$ cat src/rtl/phy_port_pkg.sv
package phy_port_pkg;

    typedef enum logic [1:0] {
        ST_IDLE   = 2'd0,
        ST_ACCESS = 2'd1,
        ST_ACK    = 2'd2,
        ST_FAULT  = 2'd3
    } hs_state_t;

    localparam int FLD_ADDR_LSB  = 0;
    localparam int FLD_WDATA_LSB = 8;
    localparam int FLD_RDATA_LSB = 16;
    localparam int BIT_WREQ      = 24;
    localparam int BIT_RREQ      = 25;
    localparam int BIT_ACK       = 26;

    typedef struct packed {
        logic [7:0] addr;
        logic [7:0] data;
        logic       is_read;
    } phy_cmd_t;

    function automatic logic slot_present(input logic [7:0] a);
        return (a <= 8'h08) || ((a >= 8'h0b) && (a <= 8'h0d));
    endfunction

endpackage

$ cat src/rtl/phy_port_hostreg.sv
module phy_port_hostreg
    import phy_port_pkg::*;
#(
    parameter int ADDR_W   = 10,
    parameter int HOST_OFS = 'h10
) (
    input  logic              clk,
    input  logic              rst_n,
    input  logic              bus_wr,
    input  logic [ADDR_W-1:0] bus_addr,
    input  logic [31:0]       bus_wdata,
    output logic [31:0]       bus_rdata,
    input  logic              ack,
    input  logic              rd_done,
    input  logic [7:0]        rd_byte,
    output logic [7:0]        cmd_addr,
    output logic [7:0]        cmd_data,
    output logic              wr_req,
    output logic              rd_req
);

    localparam logic [ADDR_W-1:0] HIT_OFS = ADDR_W'(HOST_OFS);

    logic       hit;
    logic [7:0] rd_field;
    logic [31:0] word;

    assign hit = (bus_addr == HIT_OFS);

    always_ff @(posedge clk or negedge rst_n) begin
        if (!rst_n) begin
            cmd_addr <= '0;
            cmd_data <= '0;
            wr_req   <= 1'b0;
            rd_req   <= 1'b0;
        end else if (bus_wr && hit) begin
            cmd_addr <= bus_wdata[FLD_ADDR_LSB +: 8];
            cmd_data <= bus_wdata[FLD_WDATA_LSB +: 8];
            wr_req   <= bus_wdata[BIT_WREQ];
            rd_req   <= bus_wdata[BIT_RREQ];
        end
    end

    always_ff @(posedge clk or negedge rst_n) begin
        if (!rst_n) begin
            rd_field <= '0;
        end else if (rd_done) begin
            rd_field <= rd_byte;
        end
    end

    always_comb begin
        word = '0;
        word[FLD_ADDR_LSB  +: 8] = cmd_addr;
        word[FLD_WDATA_LSB +: 8] = cmd_data;
        word[FLD_RDATA_LSB +: 8] = rd_field;
        word[BIT_WREQ]           = wr_req;
        word[BIT_RREQ]           = rd_req;
        word[BIT_ACK]            = ack;
    end

    assign bus_rdata = hit ? word : 32'h0;

    logic unused_wbits;
    assign unused_wbits = ^{bus_wdata[31:27], bus_wdata[26], bus_wdata[23:16]};

    // read byte moves only on a completed read
    a_r7_rd_hold: assert property (@(posedge clk) disable iff (!rst_n)
        !rd_done |=> $stable(rd_field));

    // writes away from the control word leave it untouched
    a_r2_off_ignored: assert property (@(posedge clk) disable iff (!rst_n)
        (bus_wr && !hit) |=> ($stable(cmd_addr) && $stable(cmd_data)
                              && $stable(wr_req) && $stable(rd_req)));

endmodule

$ cat src/rtl/phy_port_fsm.sv
module phy_port_fsm
    import phy_port_pkg::*;
#(
    parameter int LATENCY = 3
) (
    input  logic clk,
    input  logic rst_n,
    input  logic wr_req,
    input  logic rd_req,
    input  logic bank_done,
    input  logic bank_busy,
    output logic start,
    output logic start_read,
    output logic ack
);

    localparam int ACC_W = 16;

    hs_state_t state, nxt;

    always_ff @(posedge clk or negedge rst_n) begin
        if (!rst_n) state <= ST_IDLE;
        else        state <= nxt;
    end

    always_comb begin
        nxt = state;
        unique case (state)
            ST_IDLE: begin
                if (wr_req && rd_req)      nxt = ST_FAULT;
                else if (wr_req || rd_req) nxt = ST_ACCESS;
            end
            ST_ACCESS: begin
                if (bank_done) nxt = ST_ACK;
            end
            ST_ACK: begin
                if (!wr_req && !rd_req) nxt = ST_IDLE;
            end
            ST_FAULT: begin
                if (!wr_req && !rd_req) nxt = ST_IDLE;
            end
            default: nxt = ST_IDLE;
        endcase
    end

    always_comb begin
        start      = 1'b0;
        start_read = 1'b0;
        ack        = 1'b0;
        unique case (state)
            ST_IDLE: begin
                start      = wr_req ^ rd_req;
                start_read = rd_req;
            end
            ST_ACK:    ack = 1'b1;
            ST_ACCESS,
            ST_FAULT:  ;
            default:   ;
        endcase
    end

    // cycles spent in ACCESS, kept only for the latency check
    logic [ACC_W-1:0] acc_cycles;
    always_ff @(posedge clk or negedge rst_n) begin
        if (!rst_n)                      acc_cycles <= '0;
        else if (state != ST_ACCESS)     acc_cycles <= '0;
        else if (acc_cycles != '1)       acc_cycles <= acc_cycles + 1'b1;
    end

    // acknowledge waits for the full access latency
    a_r3_min_latency: assert property (@(posedge clk) disable iff (!rst_n)
        (state == ST_ACCESS && bank_done) |-> (32'(acc_cycles) >= LATENCY - 1));

    // acknowledge held while a request is held
    a_r4_ack_hold: assert property (@(posedge clk) disable iff (!rst_n)
        (ack && (wr_req || rd_req)) |=> ack);

    // acknowledge falls one cycle after the requests clear
    a_r5_ack_drop: assert property (@(posedge clk) disable iff (!rst_n)
        (ack && !wr_req && !rd_req) |=> !ack);

    // both requests together give no access and no acknowledge
    a_r8_fault_quiet: assert property (@(posedge clk) disable iff (!rst_n)
        (state == ST_IDLE && wr_req && rd_req) |=> (!ack && !bank_busy));

    // no access launched while acknowledge is high
    a_r9_no_restart: assert property (@(posedge clk) disable iff (!rst_n)
        ack |-> !bank_done);

endmodule

$ cat src/rtl/phy_port_bank.sv
module phy_port_bank
    import phy_port_pkg::*;
#(
    parameter int LATENCY  = 3,
    parameter int SLOT_CNT = 14
) (
    input  logic       clk,
    input  logic       rst_n,
    input  logic       start,
    input  logic       start_read,
    input  logic [7:0] addr,
    input  logic [7:0] wdata,
    output logic       done,
    output logic       busy,
    output logic       rd_done,
    output logic [7:0] rd_byte
);

    localparam int CNT_W = (LATENCY < 2) ? 1 : $clog2(LATENCY + 1);
    localparam logic [CNT_W-1:0] CNT_LOAD = CNT_W'(LATENCY - 1);

    logic [CNT_W-1:0] cnt;
    phy_cmd_t         cmd;
    logic [7:0]       slot_q [SLOT_CNT];

    always_ff @(posedge clk or negedge rst_n) begin
        if (!rst_n) begin
            busy <= 1'b0;
            cnt  <= '0;
            cmd  <= '0;
        end else if (start && !busy) begin
            busy <= 1'b1;
            cnt  <= CNT_LOAD;
            cmd  <= '{addr: addr, data: wdata, is_read: start_read};
        end else if (busy) begin
            if (cnt == '0) busy <= 1'b0;
            else           cnt  <= cnt - 1'b1;
        end
    end

    assign done    = busy && (cnt == '0);
    assign rd_done = done && cmd.is_read;

    for (genvar g = 0; g < SLOT_CNT; g++) begin : g_slot
        if (slot_present(8'(g))) begin : g_real
            always_ff @(posedge clk or negedge rst_n) begin
                if (!rst_n)
                    slot_q[g] <= '0;
                else if (done && !cmd.is_read && cmd.addr == 8'(g))
                    slot_q[g] <= cmd.data;
            end
        end else begin : g_hole
            assign slot_q[g] = '0;
        end
    end

    always_comb begin
        rd_byte = '0;
        for (int i = 0; i < SLOT_CNT; i++) begin
            if (cmd.addr == 8'(i)) rd_byte = slot_q[i];
        end
    end

    // unmapped addresses return zero
    a_r10_hole_zero: assert property (@(posedge clk) disable iff (!rst_n)
        (done && !slot_present(cmd.addr)) |-> (rd_byte == 8'h00));

    // an accepted request keeps the bank busy next cycle
    a_r3_busy_after_start: assert property (@(posedge clk) disable iff (!rst_n)
        (start && !busy) |=> busy);

endmodule

$ cat src/rtl/phy_port_top.sv
module phy_port_top
    import phy_port_pkg::*;
#(
    parameter int ADDR_W   = 10,
    parameter int HOST_OFS = 'h10,
    parameter int LATENCY  = 3,
    parameter int SLOT_CNT = 14
) (
    input  logic              clk,
    input  logic              rst_n,
    input  logic              bus_wr,
    input  logic [ADDR_W-1:0] bus_addr,
    input  logic [31:0]       bus_wdata,
    output logic [31:0]       bus_rdata
);

    logic       ack, wr_req, rd_req;
    logic       start, start_read;
    logic       bank_done, bank_busy, rd_done;
    logic [7:0] cmd_addr, cmd_data, rd_byte;

    phy_port_hostreg #(
        .ADDR_W   (ADDR_W),
        .HOST_OFS (HOST_OFS)
    ) u_hostreg (
        .clk       (clk),
        .rst_n     (rst_n),
        .bus_wr    (bus_wr),
        .bus_addr  (bus_addr),
        .bus_wdata (bus_wdata),
        .bus_rdata (bus_rdata),
        .ack       (ack),
        .rd_done   (rd_done),
        .rd_byte   (rd_byte),
        .cmd_addr  (cmd_addr),
        .cmd_data  (cmd_data),
        .wr_req    (wr_req),
        .rd_req    (rd_req)
    );

    phy_port_fsm #(
        .LATENCY (LATENCY)
    ) u_fsm (
        .clk        (clk),
        .rst_n      (rst_n),
        .wr_req     (wr_req),
        .rd_req     (rd_req),
        .bank_done  (bank_done),
        .bank_busy  (bank_busy),
        .start      (start),
        .start_read (start_read),
        .ack        (ack)
    );

    phy_port_bank #(
        .LATENCY  (LATENCY),
        .SLOT_CNT (SLOT_CNT)
    ) u_bank (
        .clk        (clk),
        .rst_n      (rst_n),
        .start      (start),
        .start_read (start_read),
        .addr       (cmd_addr),
        .wdata      (cmd_data),
        .done       (bank_done),
        .busy       (bank_busy),
        .rd_done    (rd_done),
        .rd_byte    (rd_byte)
    );

endmodule

$ cat config.mk
export PLATFORM = sky130hd
export DESIGN_NAME = phy_port_top
export DESIGN_NICKNAME = d
export VERILOG_FILES = /design/src/rtl/phy_port_pkg.sv /design/src/rtl/phy_port_hostreg.sv /design/src/rtl/phy_port_fsm.sv /design/src/rtl/phy_port_bank.sv /design/src/rtl/phy_port_top.sv
export SDC_FILE = /design/constraint.sdc
export NUM_CORES = 1
export LEC_CHECK = 0
export ABC_AREA = 1
export BUFFER_PORTS_ARGS = -buffer_cell sky130_fd_sc_hd__buf_4
export CAP_MARGIN = 20
export CORE_MARGIN = 3
export CORE_UTILIZATION = 55
export CTS_CLUSTER_DIAMETER = 120
export DETAILED_ROUTE_END_ITERATION = 8
export GPL_ROUTABILITY_DRIVEN = 0
export PLACE_DENSITY_LB_ADDON = 0.08
export SYNTH_ARGS = -nofsm -noshare
export SYNTH_HDL_FRONTEND = slang
export SYNTH_SLANG_ARGS = --single-unit
export TNS_END_PERCENT = 50
$ cat constraint.sdc
create_clock -name clk -period 1.96 [get_ports clk]
set_input_delay 0.392 -clock clk [delete_from_list [all_inputs] [get_ports clk]]
set_output_delay 0.392 -clock clk [all_outputs]
set_load 0.05 [all_outputs]
==> Flow_metrics.wiki, run 1 <==
{| class="wikitable"
! Metric !! Value
|-
| Run status || finished, violations left
|-
| Violated checks || setup timing
|-
| Peak supply drop || 0.000535 V
|-
| Area leader, netlist || sky130_fd_sc_hd__dfrtp_1
|-
| Period utilisation layout || 106%
|-
| Count of buffers inserted at the top-level ports || 57
|-
| Area Growth Syn to Fin || 28.6%
|-
| Final net count || 906
|-
| Number of antenna repair diodes || 0
|-
| Post-Route Setup TNS || -2.23 ns
|-
| Static Leak || 3.86 nW
|-
| Number of design rule violations left after detail routing || 0
|-
| Post-Syn Instances || 764
|-
| Critical register-to-register path endpoint || u_hostreg.rd_field[4]$_DFFE_PN0P_
|-
| Ranking of synthesized cells by area || sky130_fd_sc_hd__dfrtp_1 (55%), sky130_fd_sc_hd__nand2_1 (14%), sky130_fd_sc_hd__o21ai_0 (7.4%)
|-
| Post-synthesis cell type count || 35
|-
| Sequential-to-total area share from yosys stat || 54.7%
|-
| Number of core rows || 39
|-
| Length of routed met3 wiring || 973 um
|-
| Post-route clock skew || 0.00551 ns
|-
| Initial standard-cell utilization of the core || 57.0%
|-
| Worst reg-to-reg path cell count || 13
|-
| Tightest slew margin relative to the limit || 61.3%
|-
| Source of the worst register-to-register timing path || u_bank.cmd[12]$_DFFE_PN0P_
|-
| Maximum level of the CTS H-tree || 4
|-
| Synthesized area per cell || 8.62 um2
|-
| Number of pins exceeding their max-slew limit in the final report || 0
|-
| Maximum fanout count along the critical path || 11
|-
| Mapped cell area || 6590 um2
|-
| Worst hold margin || 0.198 ns
|-
| Number of CTS-inserted buffers || 17
|-
| Setup-failing EPs final || 27
|-
| Cell total after placement || 964
|-
| First DRT Iteration DRCs || 420
|-
| I/O pins || 77
|-
| Min-Delay Endpoint || u_hostreg.cmd_addr[2]$_DFFE_PN0P_
|-
| Final Instance Count excl. Fillers || 1012
|-
| Horizontal die dimension || 115 um
|-
| Instance count along the most critical hold path || 2
|-
| Uppermost layer routed || met4
|-
| Root buf cell || sky130_fd_sc_hd__clkbuf_16
|-
| Most frequent cells in the layout || sky130_fd_sc_hd__nand2_1 (228), sky130_fd_sc_hd__dfrtp_1 (141), sky130_fd_sc_hd__o21ai_0 (97)
|-
| Total routed wirelength || 15.9 mm
|-
| Most common cell after layout, fill and taps aside || sky130_fd_sc_hd__nand2_1
|-
| Die Y || 115 um
|-
| Kind of capture point of the worst setup path || primary output
|-
| Setup repair after global routing missed its margin || yes
|-
| Via count of the first global-routing pass || 5302
|-
| Startpoint types || primary input
|-
| Endpoint arrival time on the critical path || 1.68 ns
|-
| CTS clk-pin slew, worst paths || 0.06 ns
|-
| Overflow after GRT || 0
|-
| Residual antenna-violating net count after detailed routing || 0
|-
| Hold Path Class || in2reg
|-
| TritonCTS clock tree || done
|-
| Post-layout utilization of the core || 73.2%
|-
| Clock latency at the later pin of the worst-skew pair || 0.42 ns
|-
| Worst endpoint required time || 1.57 ns
|-
| Max-cap violation count || 0
|-
| Area share of the largest cell type after synthesis || 54.7%
|-
| Measured slew at the worst slew-check pin || 0.580 ns
|-
| Worst reg-to-reg setup slack || 0.08 ns
|-
| Number of sinks handled by clock tree synthesis || 144
|-
| Die area || 13300 um2
|-
| Wire length of the first global-routing pass || 26.1 mm
|-
| Class of the most critical setup path || in2out
|-
| Buffer depth of the longest clock path || 2
|-
| Min Clock Period, post-route || 2.08 ns
|-
| Synthesis Warnings || 0
|-
| Endpoints failing hold || 0
|-
| Placed wire-length estimate || 10.6 mm
|-
| Minimum setup slack after placement || -0.165 ns
|-
| Areal power density over the cells || 790 nW/um2
|-
| Final setup margin || -0.117 ns
|-
| Ratio of cells with drive above 1 in the final layout || 26.0%
|-
| HP Start || bus_wdata[2]
|-
| Largest net degree at the start of global routing || 53
|-
| Highest Clock Rate || 0.481 GHz
|-
| Routed length on met2 || 7.72 mm
|-
| Number of antenna violations at the first check in global routing || 0
|-
| Count of TritonRoute iterations in the first routing pass || 5
|-
| GRT Util Overall || 25.4%
|-
| Routed length per placed instance || 15.7 um
|-
| Detailed-route via count || 5438
|-
| Vias per inst || 5.37
|-
| Flip-flop and latch count after synthesis || 144
|-
| Met1 wire length || 6.84 mm
|-
| Placeable core area || 11600 um2
|}
kinds of logic after synthesis:
logic type | share of synthesized area [%]
AOI/OAI and AO/OA | 9.59
DFF | 54.7
muxes | 3.65
other | 0.0569
buffers and inverters | 6.78
adders and majority gates | 0.570
and+or+nand+nor | 24.6
worst max-delay path, stage by stage:
cell and delay [ns]:
sky130_fd_sc_hd__buf_6 0.09, sky130_fd_sc_hd__or4_4 0.53, sky130_fd_sc_hd__nor2_4 0.13, sky130_fd_sc_hd__clkinv_4 0.08, sky130_fd_sc_hd__buf_12 0.16, sky130_fd_sc_hd__nor3_4 0.12, sky130_fd_sc_hd__buf_6 0.18
worst max-delay path by stage:
stage | from | cells after the start | to
5_1_grt | bus_addr[7] | 7 | bus_rdata[26]
3_3_place_gp | bus_addr[7] | 7 | bus_rdata[26]
4_1_cts | bus_addr[7] | 7 | bus_rdata[26]
3_5_place_dp | bus_addr[7] | 7 | bus_rdata[26]
2_1_floorplan | bus_addr[7] | 5 | bus_rdata[10]
6_report | bus_addr[7] | 7 | bus_rdata[26]
state kept, by name, indices dropped and copies added, names as in the netlist:
register / flops
u_hostreg.cmd_data: 8
u_hostreg.cmd_addr: 8
u_hostreg.rd_field: 8
u_fsm.state: 2
u_hostreg.wr_req: 1
u_bank.slot_q: 96
u_hostreg.rd_req: 1
u_bank.busy: 1
u_bank.cnt: 2
u_bank.cmd: 17
synth_stat cells (all sizes together):
master / instances
o31ai: 1
clkinv: 2
o22ai: 1
nor2: 66
dfrtp: 144
a21oi: 4
o21ai: 118
or4: 1
nand4: 22
or2: 4
mux2: 18
conb: 1
o211ai: 1
buf: 16
nand3: 22
inv: 74
nor3: 5
ha: 3
nand2: 245
clkbuf: 16
metrics by stage:
stage,power [mW],cell area [um2]
6_report,6.69,8470
2_1_floorplan,3.26,6800
3_3_place_gp,3.41,7480
4_1_cts,6.71,8210
5_1_grt,6.93,8470
3_5_place_dp,3.42,7480
metal layers:
layer | track usage, % | vias to the layer above
li1 | - | 2618
met1 | 33.8 | 2616
met2 | 40.5 | 180
met3 | 7.05 | 24
met4 | 8.69 | 0
met5 | 0 | -
layout make-up:
cell class | count | area [um2]
clock inverter | 6 | 105
multi-input combinational | 516 | 2820
fill | 842 | 3100
timing repair buffer | 103 | 972
sequential | 144 | 3610
clock buffer | 24 | 492
tap | 143 | 179
inverter | 76 | 293
timing repair:
action	in CTS	in global routing
hold buffers	1	0
buffers inserted	1	16
gates resized for setup	30	35
setup endpoints to repair	28	69
hold endpoints to repair	37	0
pin swaps	0	12
power by group:
part	switching [mW]	internal (mW)
registers	0.0304	3.01
clock network	1.17	2.12
logic	0.230	0.134
total	1.43	5.26
Power figures use the tool's default switching activity.
==> run 2, diff against run 1 <==
- CTS_BUF_LIST: default -> sky130_fd_sc_hd__clkbuf_2
==> run 2 against run 1 <==
Effect of this change: the flow still finishes with violations (setup timing); design area down 2.2%; clock skew up 0.015 ns; first-iteration DRC count up 6.7%; via count up 0.88%; clock-buffer cell count down 4; die area unchanged; setup slack worse by 0.016 ns; wire length down 0.99%; power down 24%; combinational power up 7.4%; highest routed layer unchanged.
==> Flow_metrics.wiki, run 2 (synthesized netlist as in run 1, its figures left out) <==
{| class="wikitable"
! Metric !! Value
|-
| Worst endpoint required time || 1.57 ns (about the same)
|-
| Number of flip-flops under the largest register name || 96 (unchanged)
|-
| Met1 wire length || 6.77 mm (-1.1%)
|-
| Switching share of power || 24.5% (+3.1 points)
|-
| Horizontal die dimension || 115 um (unchanged)
|-
| Placeable core area || 11600 um2 (unchanged)
|-
| Number of core rows || 39 (unchanged)
|-
| Biggest regs || u_bank.slot_q (96), u_bank.cmd (17)
|-
| Uppermost layer routed || met4
|-
| Register share of total power || 59.5% (+14 points)
|-
| Number of CTS-inserted buffers || 17 (unchanged)
|-
| Switch Pwr || 1.25 mW (-12%)
|-
| Length of routed met3 wiring || 891 um (-8.4%)
|-
| Cell internal pwr || 3.86 mW (-27%)
|-
| Maximum fanout count along the critical path || 16 (+5)
|-
| TritonCTS clock tree || done
|-
| Post-route clock skew || 0.0207 ns (+0.0152 ns)
|-
| Biggest register || u_bank.slot_q
|-
| Tightest slew margin relative to the limit || 61.1% (-0.19 points)
|-
| Max-cap violation count || 0 (unchanged)
|-
| Setup-failing EPs final || 27 (unchanged)
|-
| Endpoints failing hold || 0 (unchanged)
|-
| Routed length per placed instance || 15.2 um (-2.8%)
|-
| Largest net degree at the start of global routing || 53 (unchanged)
|-
| Number of sinks handled by clock tree synthesis || 144 (unchanged)
|-
| Static Leak || 3.81 nW (-1.5%)
|-
| Wire length of the first global-routing pass || 25.7 mm (-1.4%)
|-
| Post-Route Setup TNS || -2.63 ns (-0.402 ns)
|-
| Number of pins exceeding their max-slew limit in the final report || 0 (unchanged)
|-
| Maximum level of the CTS H-tree || 4 (unchanged)
|-
| Vias per inst || 5.32 (-0.98%)
|-
| Most common cell after layout, fill and taps aside || sky130_fd_sc_hd__nand2_1
|-
| Class of the most critical setup path || in2out
|-
| Peak supply drop || 0.000502 V (-6.2%)
|-
| Count of buffers inserted at the top-level ports || 57 (unchanged)
|-
| Violated checks || setup timing
|-
| Worst reg-to-reg path cell count || 13 (unchanged)
|-
| Fraction of power consumed by the clock network || 32.8% (-16 points)
|-
| Routed length on met2 || 7.77 mm (+0.76%)
|-
| Number of antenna repair diodes || 0 (unchanged)
|-
| Highest Clock Rate || 0.478 GHz (-0.75%)
|-
| Most frequent cells in the layout || sky130_fd_sc_hd__nand2_1 (230), sky130_fd_sc_hd__dfrtp_1 (141), sky130_fd_sc_hd__o21ai_0 (97)
|-
| I/O pins || 77 (unchanged)
|-
| Areal power density over the cells || 617 nW/um2 (-22%)
|-
| Source of the worst register-to-register timing path || u_bank.cmd[12]$_DFFE_PN0P_
|-
| Run status || finished, violations left
|-
| Endpoint arrival time on the critical path || 1.70 ns (+0.02 ns)
|-
| Area Growth Syn to Fin || 25.8%
|-
| Final setup margin || -0.133 ns (-0.0157 ns)
|-
| Hold Path Class || in2async
|-
| First DRT Iteration DRCs || 448 (+6.7%)
|-
| Minimum setup slack after placement || -0.165 ns (unchanged)
|-
| Clock latency at the later pin of the worst-skew pair || 0.69 ns (+0.27 ns)
|-
| Kind of capture point of the worst setup path || primary output
|-
| Cell total after placement || 964 (unchanged)
|-
| Detailed-route via count || 5486 (+0.88%)
|-
| Final Instance Count excl. Fillers || 1031 (+1.9%)
|-
| Setup repair after global routing missed its margin || yes
|-
| Period utilisation layout || 107% (+0.80 points)
|-
| Startpoint types || primary input
|-
| Post-layout utilization of the core || 71.6% (-1.6 points)
|-
| Die Y || 115 um (unchanged)
|-
| Initial standard-cell utilization of the core || 57.0% (unchanged)
|-
| Buffer depth of the longest clock path || 2 (unchanged)
|-
| Ratio of cells with drive above 1 in the final layout || 25.6% (-0.44 points)
|-
| Via count of the first global-routing pass || 5270 (-0.60%)
|-
| Residual antenna-violating net count after detailed routing || 0 (unchanged)
|-
| Total routed wirelength || 15.7 mm (-0.99%)
|-
| Placed wire-length estimate || 10.6 mm (unchanged)
|-
| Number of design rule violations left after detail routing || 0 (unchanged)
|-
| Count of TritonRoute iterations in the first routing pass || 5 (unchanged)
|-
| Final net count || 925 (+2.1%)
|-
| GRT Util Overall || 24.9% (-0.50 points)
|-
| Die area || 13300 um2 (unchanged)
|-
| CTS clk-pin slew, worst paths || 0.20 ns (+0.14 ns)
|-
| Gate power share || 7.6% (+2.2 points)
|-
| Root buf cell || sky130_fd_sc_hd__clkbuf_2
|-
| Min Clock Period, post-route || 2.09 ns (+0.0157 ns)
|-
| Critical register-to-register path endpoint || u_hostreg.rd_field[3]$_DFFE_PN0P_
|-
| Number of antenna violations at the first check in global routing || 0 (unchanged)
|-
| Measured slew at the worst slew-check pin || 0.583 ns (+0.00289 ns)
|-
| Overflow after GRT || 0 (unchanged)
|-
| Worst reg-to-reg setup slack || 0.05 ns (-0.03 ns)
|}
-- run 2: power groups by stage --
stage	sequential [mW]	clock [mW]	combinational, mW
4_1_cts	3.04	1.72	0.359
5_1_grt	3.05	1.85	0.431
6_report	3.04	1.68	0.390
3_3_place_gp	3.09	0	0.317
3_5_place_dp	3.10	0	0.326
2_1_floorplan	3.09	0	0.173
-- run 2: area by class of cell --
class,count,area [um2]
Tap cell,143,179
Fill cell,897,3280
Clock buffer,20,100
Sequential cell,144,3610
Inverter,76,295
Multi-Input combinational cell,516,2830
Clock inverter,10,120
Timing Repair Buffer,122,1150
-- run 2: worst max-delay path by stage --
stage                      from             to  slack [ns]  depth (start not counted)
floorplan           bus_addr[7]  bus_rdata[10]       -0.12                          5
global placement    bus_addr[7]  bus_rdata[26]       -0.16                          7
detailed placement  bus_addr[7]  bus_rdata[26]       -0.17                          7
CTS                 bus_addr[7]  bus_rdata[26]       -0.12                          7
global route        bus_addr[7]  bus_rdata[26]       -0.17                          7
finish              bus_addr[7]   bus_rdata[5]       -0.13                          7
-- run 2: critical path, stage by stage --
cell	delay, ns
sky130_fd_sc_hd__buf_6	0.09
sky130_fd_sc_hd__or4_4	0.54
sky130_fd_sc_hd__nor2_4	0.13
sky130_fd_sc_hd__clkinv_4	0.08
sky130_fd_sc_hd__buf_12	0.17
sky130_fd_sc_hd__nor2_2	0.11
sky130_fd_sc_hd__buf_6	0.17
-- run 2: per-stage QoR --
stage	area (um2)	hold WS (ns)	total power, mW
after CTS	8010	0.102	5.12
after global routing	8280	0.0980	5.33
after floorplan	6800	0.0964	3.26
after detailed placement	7480	0.327	3.42
after global placement	7480	0.324	3.41
final	8280	0.154	5.11
-- run 2: what timing repair did --
| item | 4_1_cts | 5_1_grt |
|---|---|---|
| hold buffers | 19 | 0 |
| pin swaps | 0 | 23 |
| resized for setup | 30 | 39 |
| setup buffers | 1 | 17 |
| hold endpoints to repair | 162 | 0 |
| endpoints found under the setup margin | 28 | 85 |
-- run 2: per-layer routing --
metal	track usage, %	vias up
met5	0	-
met4	6.42	0
met3	5.54	18
met2	41.4	162
met1	33.5	2656
li1	-	2650
